## config.mk

```make
export PLATFORM = sky130hd
export DESIGN_NAME = volRampSeq
export DESIGN_NICKNAME = d
export VERILOG_FILES = /design/src/rtl/volRampPkg.sv /design/src/rtl/volRampCtl.sv /design/src/rtl/volRampDp.sv /design/src/rtl/volRampSeq.sv
export SDC_FILE = /design/constraint.sdc
export NUM_CORES = 1
export LEC_CHECK = 0
export BUFFER_PORTS_ARGS = -buffer_cell sky130_fd_sc_hd__buf_2
export CORE_MARGIN = 1
export CORE_UTILIZATION = 50
export DETAILED_ROUTE_END_ITERATION = 10
export GPL_ROUTABILITY_DRIVEN = 0
export PLACE_DENSITY = 0.7
export SLEW_MARGIN = 20
export SYNTH_ARGS = -nofsm -noshare
export SYNTH_HDL_FRONTEND = slang
export SYNTH_SLANG_ARGS = --single-unit
```

## constraint.sdc

```tcl
create_clock -name clk -period 4.3 [get_ports clk]
set_clock_uncertainty 0.1 [all_clocks]
set_input_delay 0.215 -clock clk [delete_from_list [all_inputs] [get_ports clk]]
set_output_delay 0.215 -clock clk [all_outputs]
set_load 0.03 [all_outputs]
```

## src/rtl/volRampPkg.sv

```systemverilog
package volRampPkg;
  typedef struct packed {
    logic stepUp;
    logic stepDn;
    logic loadSrc;
    logic ampOn;
    logic ampOff;
  } rampStrobes_t;
endpackage

```

## src/rtl/volRampCtl.sv

```systemverilog
module volRampCtl
  import volRampPkg::*;
#(
  parameter int VOL_W       = 5,
  parameter int SRC_W       = 2,
  parameter int STEP_CYCLES = 72000
) (
  input  logic             clk,
  input  logic             rstN,
  input  logic [VOL_W-1:0] volReg,
  input  logic             swEnable,
  input  logic             hwShdnN,
  input  logic [SRC_W-1:0] srcReg,
  input  logic [VOL_W-1:0] liveVol,
  input  logic [SRC_W-1:0] liveSrc,
  input  logic             ampEnable,
  output rampStrobes_t     strobes,
  output logic             busy
);
  localparam int CNT_W = (STEP_CYCLES > 1) ? $clog2(STEP_CYCLES) : 1;
  localparam logic [CNT_W-1:0] LAST = CNT_W'(STEP_CYCLES - 1);

  logic             runOk;
  logic             srcPend;
  logic [VOL_W-1:0] target;
  logic             atTarget;
  logic             tick;
  logic [CNT_W-1:0] stepCnt;

  // one shared target: mute for shutdown or source change, else the register
  always_comb begin
    runOk    = hwShdnN & swEnable;
    srcPend  = (srcReg != liveSrc);
    target   = (!runOk || srcPend) ? '0 : volReg;
    atTarget = (liveVol == target);
    tick     = !atTarget && (stepCnt == LAST);
  end

  // step timer idles at zero and keeps its phase across retargets
  always_ff @(posedge clk or negedge rstN) begin
    if (!rstN)          stepCnt <= '0;
    else if (atTarget)  stepCnt <= '0;
    else if (tick)      stepCnt <= '0;
    else                stepCnt <= stepCnt + CNT_W'(1);
  end

  always_comb begin
    strobes.stepUp  = tick && (liveVol < target);
    strobes.stepDn  = tick && (liveVol > target);
    strobes.loadSrc = srcPend && (liveVol == '0);
    strobes.ampOn   = runOk && !ampEnable;
    strobes.ampOff  = !runOk && ampEnable && (liveVol == '0);
    busy            = !atTarget || srcPend || (ampEnable != runOk);
  end
endmodule

```

## src/rtl/volRampDp.sv

```systemverilog
module volRampDp
  import volRampPkg::*;
#(
  parameter int VOL_W = 5,
  parameter int SRC_W = 2
) (
  input  logic               clk,
  input  logic               rstN,
  input  rampStrobes_t       strobes,
  input  logic [SRC_W-1:0]   srcReg,
  input  logic               beepEnIn,
  output logic [VOL_W-1:0]   liveVol,
  output logic [SRC_W-1:0]   liveSrc,
  output logic [(1<<SRC_W)-2:0] srcOn,
  output logic               ampEnable,
  output logic               beepRoute
);
  localparam int NUM_SRC = (1 << SRC_W) - 1;
  localparam logic [SRC_W-1:0] MIX_ALL = '1;

  always_ff @(posedge clk or negedge rstN) begin
    if (!rstN) begin
      liveVol   <= '0;
      liveSrc   <= '0;
      ampEnable <= 1'b0;
      beepRoute <= 1'b0;
    end else begin
      if (strobes.stepUp)      liveVol <= liveVol + VOL_W'(1);
      else if (strobes.stepDn) liveVol <= liveVol - VOL_W'(1);
      if (strobes.loadSrc)     liveSrc <= srcReg;
      if (strobes.ampOn)       ampEnable <= 1'b1;
      else if (strobes.ampOff) ampEnable <= 1'b0;
      beepRoute <= beepEnIn;
    end
  end

  for (genvar i = 0; i < NUM_SRC; i++) begin : gSrcDec
    assign srcOn[i] = !beepRoute &&
                      ((liveSrc == SRC_W'(i)) || (liveSrc == MIX_ALL));
  end
endmodule

```

## src/rtl/volRampSeq.sv

```systemverilog
module volRampSeq
  import volRampPkg::*;
#(
  parameter int VOL_W       = 5,
  parameter int SRC_W       = 2,
  parameter int STEP_CYCLES = 72000
) (
  input  logic             clk,
  input  logic             rstN,
  input  logic [VOL_W-1:0] volReg,
  input  logic             swEnable,
  input  logic             hwShdnN,
  input  logic [SRC_W-1:0] srcReg,
  input  logic             beepEnIn,
  output logic [VOL_W-1:0] liveVol,
  output logic [SRC_W-1:0] liveSrc,
  output logic [(1<<SRC_W)-2:0] srcOn,
  output logic             ampEnable,
  output logic             beepRoute,
  output logic             busy
);
  rampStrobes_t strobes;

  volRampCtl #(.VOL_W(VOL_W), .SRC_W(SRC_W), .STEP_CYCLES(STEP_CYCLES)) uCtl (
    .clk(clk), .rstN(rstN), .volReg(volReg), .swEnable(swEnable),
    .hwShdnN(hwShdnN), .srcReg(srcReg), .liveVol(liveVol),
    .liveSrc(liveSrc), .ampEnable(ampEnable), .strobes(strobes), .busy(busy)
  );

  volRampDp #(.VOL_W(VOL_W), .SRC_W(SRC_W)) uDp (
    .clk(clk), .rstN(rstN), .strobes(strobes), .srcReg(srcReg),
    .beepEnIn(beepEnIn), .liveVol(liveVol), .liveSrc(liveSrc),
    .srcOn(srcOn), .ampEnable(ampEnable), .beepRoute(beepRoute)
  );
endmodule

```

==> results_tabular.tex <==
\begin{tabular}{lr}
\hline
Metric & Value \\
\hline
\multicolumn{2}{l}{\textbf{Synthesis}} \\
\quad Post-synth net total & 188 \\
\quad Average footprint of a synthesized cell & 9.78 µm² \\
\quad Synthesis-stage register bit count & 26 \\
\quad Fraction of synthesized cell area taken by the top area cell type & 41.3\% \\
\quad Synthesized area & 0.00157 mm² \\
\quad Cell type with the largest total area after synthesis & dfrtp\_1 \\
\quad Distinct cell type count after synthesis & 34 \\
\quad Number of standard cells after synthesis & 161 \\
\quad Leading cell types by total area after synthesis & dfrtp\_1, ha\_1, xor2\_1 \\
\quad Sequential area share after synthesis & 41.3\% \\
\quad Total of warnings raised by yosys & 0 \\
\multicolumn{2}{l}{\textbf{Timing}} \\
\quad Setup TNS & 0 ns \\
\quad Final period util & 88.5\% \\
\quad Final setup vio count & 0 \\
\quad Shortest period the worst path allows & 3.80 ns \\
\quad Final slew viol count & 0 \\
\quad Number of failing hold endpoints at the final stage & 0 \\
\quad Worst Max-Slew Pin Slew & 0.572 ns \\
\quad Worst slew margin relative to its limit & 61.9\% \\
\quad RSZ-0062 raised after global routing & no \\
\quad Maximum clock frequency & 263 MHz \\
\multicolumn{2}{l}{\textbf{Flow run}} \\
\quad MaxCap Viol Count & 0 \\
\multicolumn{2}{l}{\textbf{Clock network}} \\
\quad Clock Pin Slew Worst Setup and Hold Paths & 0.14 ns \\
\quad Clock latency at the later pin of the worst-skew pair & 0.32 ns \\
\quad Clk root buf & clkbuf\_4 \\
\quad Post-cts repair resize count & 0 \\
\quad Buffer levels on the longest clock path & 2 \\
\quad Clock net sink count & 26 \\
\quad TritonCTS clock tree & done \\
\quad Number of buffers added by the clock tree synthesis step & 3 \\
\quad Total number of H-tree levels & 1 \\
\multicolumn{2}{l}{\textbf{Drt}} \\
\quad WL/cell & 12.9 µm \\
\quad Number of vias after detailed routing & 1151 \\
\quad Initial DRT Pass Iterations & 4 \\
\quad Avg Vias per Cell & 5.05 \\
\quad Antenna-violating nets left & 0 \\
\quad Overall routed net length & 2940 µm \\
\quad Drt first-iter violations & 24 \\
\quad \# DRC & 0 \\
\multicolumn{2}{l}{\textbf{Die}} \\
\quad Die extent in x & 58.1 µm \\
\quad Area of the die & 0.00338 mm² \\
\quad Core Region & 0.00288 mm² \\
\quad Starting utilization of the core area & 54.7\% \\
\quad Top-level port count & 25 \\
\quad DIE HEIGHT & 58.1 µm \\
\quad Num rows & 19 \\
\multicolumn{2}{l}{\textbf{Global routing}} \\
\quad Total Routing Usage GR & 20.1\% \\
\quad Busiest layer in global routing & met2 \\
\quad Wire length of the first global-routing pass & 5190 µm \\
\quad GR met1 Demand/Resource & 25.3\% \\
\quad Number of global-route vias before repair & 1175 \\
\quad Antenna violations before repair & 0 \\
\quad Leftover overflow at the end of global routing & 0 \\
\quad M3 GR Usage & 2.90\% \\
\quad Met2 Resource Use GR & 35.3\% \\
\quad Pin count of the biggest net entering global routing & 27 \\
\multicolumn{2}{l}{\textbf{Worst setup path}} \\
\quad Reg-to-reg startpoint & uDp.liveSrc[0]\$\_DFFE\_PN0P\_ \\
\quad Startpoint types & flop \\
\quad Worst R2R End & uDp.liveVol[4]\$\_DFFE\_PN0P\_ \\
\quad Data required time of the critical path & 4.45 ns \\
\quad R2r worst-path depth & 14 \\
\quad Cell type of the slowest stage on the worst timing path & fa\_1 \\
\quad Capturing element type of the critical path & flop \\
\quad Arrival time reported for the critical path endpoint & 3.96 ns \\
\quad Worst Path Class, Setup & flop to flop \\
\quad Critical path buffers and inverters & 0 \\
\quad Kind of cell with the highest combined delay on the critical path & simple AND/OR/NAND/NOR gates \\
\quad Maximum fanout encountered on the critical timing path & 7 \\
\quad Setup slack on the worst flop-to-flop path & 0.50 ns \\
\quad Critical Path Max Stage Delay & 0.48 ns \\
\quad Crit path cell chain & xor2\_1 -> nor3\_1 -> nand2\_1 -> ha\_1 -> nand3\_1 -> nor2\_4 -> nor3\_4 -> nand3\_1 -> fa\_1 -> a21o\_1 -> a21o\_1 -> and3\_1 -> o21ai\_2 -> xnor2\_1 \\
\multicolumn{2}{l}{\textbf{Min path}} \\
\quad Hold Path Origin & srcReg[1] \\
\quad Min-Delay Path Class & primary input to flop \\
\quad Hold EP & uDp.liveSrc[1]\$\_DFFE\_PN0P\_ \\
\quad Cells on Worst Hold Path & 3 \\
\multicolumn{2}{l}{\textbf{Placement}} \\
\quad Port Buffer Count & 24 \\
\quad Cell Area, Placed & 0.00172 mm² \\
\quad Placed wire-length estimate & 2270 µm \\
\quad Number of placed instances with taps included & 222 \\
\multicolumn{2}{l}{\textbf{Finish}} \\
\quad Top library cells by usage in the layout, fill and taps aside & nor2\_1, dfrtp\_1, buf\_2 \\
\quad Nets & 214 \\
\quad Post-layout instance area & 0.00179 mm² \\
\quad Antenna Diode Count & 0 \\
\quad Non-Filler Instances & 228 \\
\quad Fraction of layout instances using a drive strength above 1 & 18.8\% \\
\quad Layout-stage area growth over the synthesis result & 13.7\% \\
\multicolumn{2}{l}{\textbf{Power}} \\
\quad Worst IR Drop VDD & 0.187 mV \\
\quad Pwr/cell area & 377 mW/mm² \\
\quad Standby leakage power & 0.797 nW \\
\multicolumn{2}{l}{\textbf{Status}} \\
\quad Status & finished clean \\
\hline
\end{tabular}
## layer usage
layer / wire length [µm] / vias to the layer above
li1: - / 595
met1: 1410 / 538
met2: 1440 / 16
met3: 60 / 2
met4: 23 / 0
met5: 0 / -
## Yosys cell counts
library cell / n
nand4_1: 5
nor3_4: 1
xnor2_1: 8
nand3_1: 10
clkbuf_1: 1
inv_1: 7
a21oi_1: 3
o21ai_2: 1
nor2b_1: 1
xor2_1: 13
and4b_1: 1
fa_1: 1
and2_1: 1
o21ai_0: 2
mux2_4: 2
nor2_1: 26
and3_2: 1
and3_1: 3
buf_6: 1
nor3_1: 3
or2_1: 1
or4_1: 1
or4_4: 1
nand4b_1: 1
a21o_1: 5
nor2_4: 1
o21ai_1: 1
and4_1: 2
a31oi_1: 1
dfrtp_1: 26
ha_1: 14
buf_2: 3
nor4b_1: 1
nand2_1: 12
## power by group
group | internal, mW | leakage, nW | switching, mW | total, mW
Clock | 0.0942 | 0.0279 | 0.0741 | 0.168
Combinational | 0.0649 | 0.466 | 0.0716 | 0.137
Sequential | 0.298 | 0.304 | 0.0713 | 0.370
## flip-flops by register name, summed over array words and instances (netlist names)
name           cells
uDp.beepRoute      1
uDp.ampEnable      1
uDp.liveSrc        2
uDp.liveVol        5
uCtl.stepCnt      17
## worst register-to-register path: stages (launching register included)
cell and delay [ns]:
dfrtp_1 0.46, xor2_1 0.20, nor3_1 0.41, nand2_1 0.12, ha_1 0.32, nand3_1 0.14
nor2_4 0.07, nor3_4 0.37, nand3_1 0.27, fa_1 0.48, a21o_1 0.18, a21o_1 0.18
and3_1 0.19, o21ai_2 0.12, xnor2_1 0.13
## worst max path at each step
stage | start | to | slack, ns | cells past startpoint
after floorplan | uDp.liveSrc[0]$_DFFE_PN0P_ | uDp.liveVol[4]$_DFFE_PN0P_ | 0.74 | 14
after global placement | uDp.liveSrc[0]$_DFFE_PN0P_ | uDp.liveVol[4]$_DFFE_PN0P_ | 0.74 | 14
after detailed placement | uDp.liveSrc[0]$_DFFE_PN0P_ | uDp.liveVol[4]$_DFFE_PN0P_ | 0.50 | 14
after CTS | uDp.liveSrc[0]$_DFFE_PN0P_ | uDp.liveVol[4]$_DFFE_PN0P_ | 0.46 | 14
after global routing | uDp.liveSrc[0]$_DFFE_PN0P_ | uDp.liveVol[4]$_DFFE_PN0P_ | 0.21 | 14
final | uDp.liveSrc[0]$_DFFE_PN0P_ | uDp.liveVol[4]$_DFFE_PN0P_ | 0.50 | 14
## layout make-up
cell class                      count  area, µm²
Fill cell                         258       1090
Multi-Input combinational cell    123        867
Sequential cell                    26        651
Timing Repair Buffer               26        140
Tap cell                           42       52.6
Clock inverter                      1       30.0
Inverter                            7       26.3
Clock buffer                        3       22.5
## cell families after synthesis
family	after synthesis	synth area share (%)
and+or+nand+nor	72	23.8
DFF	26	41.3
xor gates and xnor gates	21	11.7
adders and majority gates	15	12.4
AOI/OAI and AO/OA	13	5.25
buffers and inverters	12	3.58
muxes	2	1.91
## stage by stage
step                      util [%]  setup WS (ns)  power (mW)  hold slack [ns]
after floorplan                  -          0.739       0.465           -0.181
after global routing          62.2          0.209       0.718           0.0366
after detailed placement      59.7          0.503       0.510            0.144
final                         62.2          0.497       0.675           0.0115
after global placement        59.7          0.742       0.501            0.138
after CTS                     62.2          0.465       0.679          0.00886
## timing repair
action	CTS	global route
setup buffers	0	0
hold buffers	2	0
endpoints found under the hold margin	27	0
No activity file was read; power rests on OpenSTA's default activity.
